<file path="src/rtl/apg_pkg.sv">
package apg_pkg;

    typedef enum logic [1:0] {
        ST_OFF,
        ST_WAIT,
        ST_SEND
    } apg_state_e;

    localparam int TONE_W  = 16;
    localparam int PHASE_W = 16;
    localparam int LUT_AW  = 6;

    // quarter-wave magnitude, 17 points from 0 to pi/2, full scale 32767
    function automatic logic [TONE_W-1:0] apg_quarter(input logic [4:0] k);
        logic [TONE_W-1:0] m;
        unique case (k)
            5'd0:  m = 16'd0;
            5'd1:  m = 16'd3212;
            5'd2:  m = 16'd6393;
            5'd3:  m = 16'd9512;
            5'd4:  m = 16'd12539;
            5'd5:  m = 16'd15446;
            5'd6:  m = 16'd18204;
            5'd7:  m = 16'd20787;
            5'd8:  m = 16'd23170;
            5'd9:  m = 16'd25329;
            5'd10: m = 16'd27245;
            5'd11: m = 16'd28898;
            5'd12: m = 16'd30273;
            5'd13: m = 16'd31356;
            5'd14: m = 16'd32137;
            5'd15: m = 16'd32609;
            default: m = 16'd32767;
        endcase
        return m;
    endfunction

    // full cycle of 64 points built from the quarter wave by symmetry
    function automatic logic [TONE_W-1:0] apg_sine(input logic [LUT_AW-1:0] idx);
        logic [4:0]        k;
        logic [TONE_W-1:0] mag;
        k   = idx[4] ? (5'd16 - {1'b0, idx[3:0]}) : {1'b0, idx[3:0]};
        mag = apg_quarter(k);
        return idx[5] ? (~mag + 16'd1) : mag;
    endfunction

    // phase step for 1 kHz at the selected rate: 65536 * 1000 / Fs
    function automatic logic [PHASE_W-1:0] apg_step(input logic [1:0] rate);
        logic [PHASE_W-1:0] s;
        unique case (rate)
            2'd0:    s = 16'd2048;
            2'd1:    s = 16'd1486;
            default: s = 16'd1365;
        endcase
        return s;
    endfunction

endpackage

</file>
<file path="src/rtl/apg_rate_timer.sv">
module apg_rate_timer #(
    parameter int MULT_W = 16,
    parameter int SIL_W  = 16
) (
    input  logic              clk,
    input  logic              rst_n,
    input  logic              run,
    input  logic [MULT_W-1:0] mult,
    input  logic [SIL_W-1:0]  silence,
    output logic              tick,
    output logic              silent
);

    localparam int SCNT_W = SIL_W + 1;

    logic [MULT_W-1:0] cnt;
    logic [MULT_W-1:0] cnt_last;
    logic [SCNT_W-1:0] scnt;
    logic [SCNT_W-1:0] scnt_last;

    assign cnt_last  = (mult == '0) ? '0 : mult - 1'b1;
    assign scnt_last = {silence, 1'b0} - 1'b1;
    assign tick      = run && (cnt >= cnt_last);

    always_ff @(posedge clk) begin
        if (!rst_n || !run) begin
            cnt <= '0;
        end else if (cnt >= cnt_last) begin
            cnt <= '0;
        end else begin
            cnt <= cnt + 1'b1;
        end
    end

    always_ff @(posedge clk) begin
        if (!rst_n || !run || (silence == '0)) begin
            scnt   <= '0;
            silent <= 1'b0;
        end else if (scnt >= scnt_last) begin
            scnt   <= '0;
            silent <= ~silent;
        end else begin
            scnt <= scnt + 1'b1;
        end
    end

    // strobes are at least a full period apart when the period exceeds one cycle
    assert_tick_gap_R3: assert property (@(posedge clk) disable iff (!rst_n)
        (tick && (mult > 16'd1) && $stable(mult)) |=> !tick)
        else $error("tick repeated within one sample period");

    // a zero silence value never mutes
    assert_no_mute_R10: assert property (@(posedge clk) disable iff (!rst_n)
        (silence == '0) |=> !silent)
        else $error("muted with zero silence value");

endmodule

</file>
<file path="src/rtl/apg_stream_fsm.sv">
module apg_stream_fsm
    import apg_pkg::*;
#(
    parameter int ID_W  = 3,
    parameter int CNT_W = 8
) (
    input  logic             clk,
    input  logic             rst_n,
    input  logic             run,
    input  logic             tick,
    input  logic [CNT_W-1:0] chans,
    input  logic             ready,
    output logic             valid,
    output logic             load,
    output logic [ID_W-1:0]  ch
);

    localparam int MAX_CH = 1 << ID_W;

    apg_state_e       state;
    apg_state_e       state_nx;
    logic [CNT_W-1:0] n_eff;
    logic [ID_W-1:0]  ch_last;
    logic             beat_done;

    always_comb begin
        if (chans < CNT_W'(2)) begin
            n_eff = CNT_W'(2);
        end else if (chans > CNT_W'(MAX_CH)) begin
            n_eff = CNT_W'(MAX_CH);
        end else begin
            n_eff = chans;
        end
    end

    assign ch_last   = ID_W'(n_eff - 1'b1);
    assign beat_done = (state == ST_SEND) && ready;

    // state register
    always_ff @(posedge clk) begin
        if (!rst_n) begin
            state <= ST_OFF;
        end else begin
            state <= state_nx;
        end
    end

    // transitions
    always_comb begin
        state_nx = state;
        unique case (state)
            ST_OFF:  if (run) state_nx = ST_WAIT;
            ST_WAIT: if (!run) state_nx = ST_OFF;
                     else if (tick) state_nx = ST_SEND;
            ST_SEND: if (!run) state_nx = ST_OFF;
                     else if (beat_done && (ch == ch_last)) state_nx = ST_WAIT;
            default: state_nx = ST_OFF;
        endcase
    end

    // outputs
    assign valid = (state == ST_SEND);
    assign load  = (state == ST_WAIT) && run && tick;

    always_ff @(posedge clk) begin
        if (!rst_n || (state != ST_SEND)) begin
            ch <= '0;
        end else if (beat_done) begin
            ch <= (ch == ch_last) ? '0 : ch + 1'b1;
        end
    end

    // channel IDs advance by one per accepted beat inside a burst
    assert_id_step_R4: assert property (@(posedge clk) disable iff (!rst_n)
        (run && beat_done && (ch != ch_last) && $stable(chans)) |=> (run -> (ch == $past(ch) + 1'b1)))
        else $error("channel ID did not advance by one");

    // leaving the running condition ends any burst
    assert_idle_R2: assert property (@(posedge clk) disable iff (!rst_n)
        !run |=> !valid)
        else $error("burst continued after generation stopped");

endmodule

</file>
<file path="src/rtl/apg_pattern.sv">
module apg_pattern
    import apg_pkg::*;
#(
    parameter int DATA_W = 24,
    parameter int ID_W   = 3
) (
    input  logic              clk,
    input  logic              rst_n,
    input  logic              run,
    input  logic              tick,
    input  logic              load,
    input  logic              silent,
    input  logic [2:0]        pattern,
    input  logic [1:0]        rate,
    input  logic [2:0]        width,
    input  logic [ID_W-1:0]   ch,
    output logic [DATA_W-1:0] data
);

    localparam int PAD8 = DATA_W - TONE_W - 8;
    localparam int PAD4 = DATA_W - TONE_W - 4;
    localparam int PAD0 = DATA_W - TONE_W;

    logic [DATA_W-1:0]  inc_live;
    logic [PHASE_W-1:0] ph_lo;
    logic [PHASE_W-1:0] ph_hi;
    logic [PHASE_W-1:0] step;

    logic [DATA_W-1:0]  inc_snap;
    logic [PHASE_W-1:0] ph_lo_snap;
    logic [PHASE_W-1:0] ph_hi_snap;
    logic               mute_snap;

    logic [PHASE_W-1:0] ph_sel;
    logic [TONE_W-1:0]  tone;
    logic [DATA_W-1:0]  tone_fmt;
    logic [DATA_W-1:0]  inc_fmt;

    assign step = apg_step(rate);

    // live pattern state advances on every strobe
    always_ff @(posedge clk) begin
        if (!rst_n || !run) begin
            inc_live <= '0;
            ph_lo    <= '0;
            ph_hi    <= '0;
        end else if (tick) begin
            inc_live <= inc_live + 1'b1;
            ph_lo    <= ph_lo + step;
            ph_hi    <= ph_hi + {step[PHASE_W-2:0], 1'b0};
        end
    end

    // snapshot for the burst being sent
    always_ff @(posedge clk) begin
        if (!rst_n) begin
            inc_snap   <= '0;
            ph_lo_snap <= '0;
            ph_hi_snap <= '0;
            mute_snap  <= 1'b0;
        end else if (load) begin
            inc_snap   <= inc_live;
            ph_lo_snap <= ph_lo;
            ph_hi_snap <= ph_hi;
            mute_snap  <= silent;
        end
    end

    always_comb begin
        unique case (pattern)
            3'd1:    ph_sel = ph_hi_snap;
            3'd2:    ph_sel = ch[0] ? ph_hi_snap : ph_lo_snap;
            default: ph_sel = ph_lo_snap;
        endcase
    end

    assign tone = apg_sine(ph_sel[PHASE_W-1 -: LUT_AW]);

    always_comb begin
        unique case (width)
            3'd1: begin
                tone_fmt = {{PAD0{1'b0}}, tone};
                inc_fmt  = {{PAD0{1'b0}}, inc_snap[TONE_W-1:0]};
            end
            3'd2: begin
                tone_fmt = {{PAD4{1'b0}}, tone, 4'b0};
                inc_fmt  = {{PAD4{1'b0}}, inc_snap[TONE_W+3:0]};
            end
            default: begin
                tone_fmt = {{PAD8{1'b0}}, tone, 8'b0};
                inc_fmt  = inc_snap;
            end
        endcase
    end

    always_comb begin
        if (mute_snap) begin
            data = '0;
        end else if (pattern == 3'd7) begin
            data = inc_fmt;
        end else if (pattern <= 3'd2) begin
            data = tone_fmt;
        end else begin
            data = '0;
        end
    end

    // the live count steps by exactly one per strobe
    assert_inc_step_R6: assert property (@(posedge clk) disable iff (!rst_n)
        (run && tick) |=> (!run || (inc_live == $past(inc_live) + 1'b1)))
        else $error("incrementing count skipped");

endmodule

</file>
<file path="src/rtl/audio_pattern_gen.sv">
module audio_pattern_gen
    import apg_pkg::*;
#(
    parameter int DATA_W = 24,
    parameter int ID_W   = 3,
    parameter int MULT_W = 16,
    parameter int SIL_W  = 16,
    parameter int CNT_W  = 8
) (
    input  logic              clk,
    input  logic              rst_n,
    input  logic              cfg_enable,
    input  logic              cfg_bypass,
    input  logic [MULT_W-1:0] cfg_mult,
    input  logic [CNT_W-1:0]  cfg_chans,
    input  logic [2:0]        cfg_width,
    input  logic [2:0]        cfg_pattern,
    input  logic [1:0]        cfg_rate,
    input  logic [SIL_W-1:0]  cfg_silence,
    input  logic [DATA_W-1:0] s_tdata,
    input  logic [ID_W-1:0]   s_tid,
    input  logic              s_tvalid,
    output logic              s_tready,
    output logic [DATA_W-1:0] m_tdata,
    output logic [ID_W-1:0]   m_tid,
    output logic              m_tvalid,
    input  logic              m_tready
);

    logic              run;
    logic              tick;
    logic              silent;
    logic              gen_valid;
    logic              gen_load;
    logic [ID_W-1:0]   gen_ch;
    logic [DATA_W-1:0] gen_data;

    assign run = cfg_enable && !cfg_bypass;

    apg_rate_timer #(
        .MULT_W (MULT_W),
        .SIL_W  (SIL_W)
    ) u_timer (
        .clk     (clk),
        .rst_n   (rst_n),
        .run     (run),
        .mult    (cfg_mult),
        .silence (cfg_silence),
        .tick    (tick),
        .silent  (silent)
    );

    apg_stream_fsm #(
        .ID_W  (ID_W),
        .CNT_W (CNT_W)
    ) u_fsm (
        .clk   (clk),
        .rst_n (rst_n),
        .run   (run),
        .tick  (tick),
        .chans (cfg_chans),
        .ready (m_tready),
        .valid (gen_valid),
        .load  (gen_load),
        .ch    (gen_ch)
    );

    apg_pattern #(
        .DATA_W (DATA_W),
        .ID_W   (ID_W)
    ) u_pattern (
        .clk     (clk),
        .rst_n   (rst_n),
        .run     (run),
        .tick    (tick),
        .load    (gen_load),
        .silent  (silent),
        .pattern (cfg_pattern),
        .rate    (cfg_rate),
        .width   (cfg_width),
        .ch      (gen_ch),
        .data    (gen_data)
    );

    // bypass wins over generation
    always_comb begin
        if (cfg_bypass) begin
            m_tdata  = s_tdata;
            m_tid    = s_tid;
            m_tvalid = s_tvalid;
            s_tready = m_tready;
        end else begin
            m_tdata  = gen_data;
            m_tid    = gen_ch;
            m_tvalid = run && gen_valid;
            s_tready = 1'b0;
        end
    end

    // a stalled beat keeps its data and ID
    assert_hold_R5: assert property (@(posedge clk) disable iff (!rst_n)
        (run && m_tvalid && !m_tready) |=>
            (!run || !$stable(cfg_pattern) || (m_tvalid && $stable(m_tdata) && $stable(m_tid))))
        else $error("stalled beat changed");

    // a burst opens on channel 0
    assert_first_id_R4: assert property (@(posedge clk) disable iff (!rst_n)
        (run && $rose(gen_valid)) |-> (m_tid == '0))
        else $error("burst did not start on channel 0");

endmodule

</file>
<file path="config.mk">
export PLATFORM = sky130hd
export DESIGN_NAME = audio_pattern_gen
export DESIGN_NICKNAME = d
export VERILOG_FILES = /design/src/rtl/apg_pkg.sv /design/src/rtl/apg_rate_timer.sv /design/src/rtl/apg_stream_fsm.sv /design/src/rtl/apg_pattern.sv /design/src/rtl/audio_pattern_gen.sv
export SDC_FILE = /design/constraint.sdc
export NUM_CORES = 1
export LEC_CHECK = 0
export BUFFER_PORTS_ARGS = -buffer_cell sky130_fd_sc_hd__buf_2
export CORE_MARGIN = 3
export CORE_UTILIZATION = 62
export CTS_BUF_LIST = sky130_fd_sc_hd__clkbuf_8
export CTS_CLUSTER_DIAMETER = 30
export DETAILED_ROUTE_END_ITERATION = 8
export GPL_ROUTABILITY_DRIVEN = 0
export HOLD_SLACK_MARGIN = 0.1
export MAX_ROUTING_LAYER = met4
export PLACE_DENSITY = 0.89
export SLEW_MARGIN = 20
export SYNTH_ARGS = -nofsm -noshare
export SYNTH_HDL_FRONTEND = slang
export SYNTH_SLANG_ARGS = --single-unit
</file>
<file path="constraint.sdc">
create_clock -name clk -period 29.5 [get_ports clk]
set_clock_uncertainty 0.2 [all_clocks]
set_input_delay 8.85 -clock clk [delete_from_list [all_inputs] [get_ports clk]]
set_output_delay 8.85 -clock clk [all_outputs]
set_load 0.05 [all_outputs]
</file>
==> results by stage <==
Status:
- The flow ran to the end, and the final reports show no timing, DRC or antenna violations.

Worst setup path:
- The stage delay of the slowest cell on the critical path is 780 ps.
- The highest-delay cell along the critical path is sky130_fd_sc_hd__xnor2_1.
- STA classifies the critical path endpoint as an output port.
- The combined buffer and inverter count along the critical path is 3.
- Traced cell by cell, the critical path runs through buf_2 -> or3b_1 -> a21oi_1 -> or2_2 -> ha_1 -> o21ba_4 -> xnor2_1 -> nor2_1 -> nor4_1 -> nor3_2 -> inv_1 -> ha_1 -> nand2_1 -> a211oi_2 -> nor2_1 -> xor2_1 -> nand2_1 -> a32oi_1 -> buf_2.
- The cell family contributing the most delay on the critical path is simple AND/OR/NAND/NOR gates.
- The maximum fanout along the worst path is 13.
- The kind of critical path is in2out.
- The arrival time of the worst setup path is 13920 ps.
- The worst setup path is launched from a primary input.
- The data required time at the worst endpoint is 20450 ps.

Floorplanning:
- The region available for standard cell placement spans approximately 0.015 mm^2.
- The horizontal die dimension is 132 um.
- The initial core utilization is 64.2%.
- The number of cell rows is 45.
- In this run the count of I/O pins placed on the die edge is 110.
- The chip height is approximately 130 um.
- The floorplan step defined a die boundary enclosing 0.0175 mm^2.

Layout:
- The net count of the finished layout is 1486.
- The number of diodes is 0.
- At the end of the flow the core is filled with cells to 70.8%.
- The fraction of layout cells with a size suffix above 1 is 14.0%.
- The area overhead of the layout relative to synthesis is 10.3%.
- Fill cells in the final layout number 1257.

Timing:
- Summed over all failing endpoints, the final setup total negative slack is 0 ps.
- The number of hold-slack violations in the final timing report is 0.
- The final count of pins violating max slew is 0.
- Setup repair after global routing left no endpoint under its margin.
- The worst pin sits at a relative slew slack of ~26%.
- Static timing analysis puts the maximum clock frequency at around 44 MHz.
- Subtracting the final worst setup slack from the clock period gives 22970 ps.
- The least setup slack across all paths after layout is 6530 ps.
- The total setup violations reported at the end of the flow is 0.
- The final critical path takes up 77.9% of the cycle.
- The slew at the pin closest to its max-slew limit is 1080 ps.

Synthesis:
- The flop and latch count out of synthesis is 131.
- The net count of the mapped netlist is 1420.
- The area of the mapped netlist is slightly below 0.01 mm^2.
- The count of flip-flops with a built-in enable after synthesis is 0.
- The number of distinct library cells after synthesis is 83.
- The mean instance size in the synthesized netlist is 7.81 um^2.
- Among all flip-flop cells after synthesis, the most frequent one is sky130_fd_sc_hd__dfxtp_1.
- The share of the yosys chip area belonging to registers is around a quarter.
- Synthesis handed over a netlist of 1267 instances.
- During synthesis, Yosys emitted a total of 0 warnings.
- The proportion of synthesized flip-flops having asynchronous set or reset is 0%.

Power:
- The peak supply drop is 0.0263 mV.
- The power density of the placed cells is between 30 and 40 mW/mm^2.
- Summed over all cells, the static leakage comes to 4.35 nW.

CTS:
- The clock reaches the later pin of the worst-skew pair after 440 ps.
- The TritonCTS clock tree is yes.
- CTS saw 131 sinks.
- The number of buffers inserted by hold repair at cts is 0.
- Post-CTS repair changed the size of 0 cells.
- The maximum number of buffers from clock root to sink is 2.
- The register clock-pin slew on the reported worst setup and hold paths is 70 ps.
- The number of setup buffers added after CTS is 0.
- The number of H-tree levels is 4.
- CTS placed an instance of sky130_fd_sc_hd__clkbuf_8 at the clock tree root.
- Clock tree synthesis inserted a total of 17 buffers.

Routing:
- The count of nets left with antenna violations once routing finished came out at 0.
- After detailed routing, the number of remaining DRC violations is 0.
- The number of iterations in the first detailed-routing pass is 6.
- The number of vias per cell after detailed routing is 6.38.
- After detailed routing, the average wire length per cell comes to 16.3 um.
- The detailed router finished its first iteration with 1081 violations.
- The wire length after detailed routing is 25.4 mm.
- The total number of vias is 9931.

GRT:
- The via count of the first global-routing pass is 9263.
- The first global-routing pass estimated 43.2 mm of wire.
- The total overflow reported by the global router is 0.
- The maximum number of pins on one net before global-route repair is 95.
- The number of antenna violations at the first check in global routing is 0.
- The global-route usage over all layers is 29.7%.

Placed design:
- The count of buffers added on input and output ports is between 100 and 150.
- Before CTS, the worst setup slack after placement is around 6700 ps.
- The wire-length estimate of the detail-placed layout is 18.7 mm.

Hold path:
- The tightest min-delay check is of the reg2reg type.

Run:
- The number of maximum-capacitance violations is 0.
-- synthesized netlist by cell type, drive strengths merged, types with 13 or more instances --
| cell type | count | area (um^2) |
|---|---|---|
| a21oi | 84 | 424 |
| inv | 36 | 135 |
| xnor2 | 38 | 340 |
| nand4 | 15 | 93.8 |
| dfxtp | 131 | 2620 |
| nor4 | 13 | 81.3 |
| nor3 | 27 | 140 |
| nand2b | 13 | 81.3 |
| nand2 | 105 | 394 |
| o31ai | 18 | 140 |
| a21o | 28 | 210 |
| and3 | 22 | 148 |
| a211oi | 13 | 103 |
| mux2i | 22 | 220 |
| o21ai | 89 | 449 |
| or4 | 20 | 154 |
| nand3 | 80 | 400 |
| a21boi | 43 | 330 |
| ha | 70 | 876 |
| or3 | 25 | 156 |
| nor2 | 116 | 452 |
| clkbuf | 58 | 218 |
| a22oi | 13 | 97.6 |
| xor2 | 47 | 412 |
-- path summary, 6_finish.rpt --
| check | cells after the start | from | slack (ps) | end |
|---|---|---|---|---|
| max | 19 | cfg_pattern[1] | 6530 | m_tdata[14] |
| min | 2 | u_pattern.ph_hi[3] | 270 | u_pattern.ph_hi[3] |
| max reg2reg | 14 | u_timer.cnt[0] | 25710 | u_pattern.ph_lo_snap[10] |
| min reg2reg | 2 | u_pattern.ph_hi[3] | 270 | u_pattern.ph_hi[3] |
-- worst reg2reg max path, delay by kind of cell, from the launching register on --
| kind | cells | cell delay, ps |
|---|---|---|
| buffers and inverters | 2 | 680 |
| flip-flops | 1 | 490 |
| adder cells (fa/ha/maj) | 1 | 290 |
| AND/OR/NAND/NOR | 1 | 140 |
| AO/OA/AOI/OAI | 10 | 1930 |
-- through the flow --
stage               hold WS [ps]  power, W  area (um^2)  instances
floorplan                    236  0.000227         9900       1267
finish                       271  0.000399        10900       1556
CTS                          279  0.000400        10900       1556
global route                 288  0.000415        10900       1556
detailed placement           270  0.000246        10500       1525
global placement             244  0.000245        10500       1525
-- cell type report --
| class | instances | area (um^2) | share of cell area, % |
|---|---|---|---|
| multi-input combinational | 1033 | 6910 | 63.3 |
| sequential | 131 | 2620 | 24.0 |
| timing repair buffer | 114 | 583 | 5.34 |
| tap | 211 | 264 | 2.42 |
| clock buffer | 19 | 262 | 2.40 |
| clock inverter | 12 | 143 | 1.31 |
| inverter | 36 | 135 | 1.24 |
-- report_power, final --
| part | internal [W] | leakage, nW | switching, W |
|---|---|---|---|
| clock | 0.0000864 | 0.213 | 0.0000689 |
| combinational | 0.0000229 | 3.08 | 0.0000436 |
| sequential | 0.000177 | 1.05 | 0.000000356 |
-- layout by cell type, fill, tap and decap left out, types with 5 or more instances in the layout --
master,count
sky130_fd_sc_hd__o31ai_1,17
sky130_fd_sc_hd__clkbuf_8,19
sky130_fd_sc_hd__nand2b_1,12
sky130_fd_sc_hd__a21oi_1,82
sky130_fd_sc_hd__and2_1,9
sky130_fd_sc_hd__a222oi_1,5
sky130_fd_sc_hd__a21o_1,28
sky130_fd_sc_hd__a211oi_1,12
sky130_fd_sc_hd__nor2_1,115
sky130_fd_sc_hd__nor2b_1,10
sky130_fd_sc_hd__or3_1,25
sky130_fd_sc_hd__xnor2_1,37
sky130_fd_sc_hd__o21bai_1,5
sky130_fd_sc_hd__mux2i_1,22
sky130_fd_sc_hd__buf_2,109
sky130_fd_sc_hd__nor3_1,26
sky130_fd_sc_hd__nor4_1,13
sky130_fd_sc_hd__nand3_1,80
sky130_fd_sc_hd__buf_4,5
sky130_fd_sc_hd__nand4_1,15
sky130_fd_sc_hd__xor2_1,47
sky130_fd_sc_hd__o221ai_1,6
sky130_fd_sc_hd__inv_1,40
sky130_fd_sc_hd__o21ai_0,85
sky130_fd_sc_hd__or4_1,19
sky130_fd_sc_hd__a31oi_1,6
sky130_fd_sc_hd__a32oi_1,5
sky130_fd_sc_hd__o21a_1,5
sky130_fd_sc_hd__a21boi_0,40
sky130_fd_sc_hd__and3_1,20
sky130_fd_sc_hd__nand2_1,104
sky130_fd_sc_hd__nor3b_1,5
sky130_fd_sc_hd__dfxtp_1,131
sky130_fd_sc_hd__mux2_2,8
sky130_fd_sc_hd__o211ai_1,8
sky130_fd_sc_hd__ha_1,70
sky130_fd_sc_hd__a22oi_1,13
sky130_fd_sc_hd__or2_2,8
-- layer usage --
| metal | GRT usage [%] | vias up | part of all wire, % |
|---|---|---|---|
| met2 | 44.9 | 468 | 45 |
| met1 | 39.0 | 4599 | 43 |
| met4 | 11.4 | 0 | 3.2 |
| met3 | 6.22 | 83 | 8.2 |
| met5 | - | - | 0 |
| li1 | - | 4781 | - |
-- cells by family after synthesis --
| family | count (synthesis) | synth area share [%] |
|---|---|---|
| AOI/OAI and AO/OA | 364 | 24.6 |
| xor gates and xnor gates | 85 | 7.60 |
| adders and majority gates | 72 | 9.25 |
| buffers and inverters | 103 | 3.97 |
| DFF | 131 | 26.5 |
| muxes | 32 | 3.51 |
| and+or+nand+nor | 480 | 24.5 |
-- flip-flops by register name, summed over array words and instances, names as in the netlist --
signal	flops
u_pattern.mute_snap	1
u_pattern.ph_hi_snap	6
u_fsm.ch	3
u_pattern.inc_snap	24
u_timer.cnt	16
u_timer.silent	1
u_pattern.ph_hi	15
u_fsm.state	2
u_timer.scnt	17
u_pattern.ph_lo	16
u_pattern.inc_live	24
u_pattern.ph_lo_snap	6
Note: power is estimated with default switching activity, not from simulation.
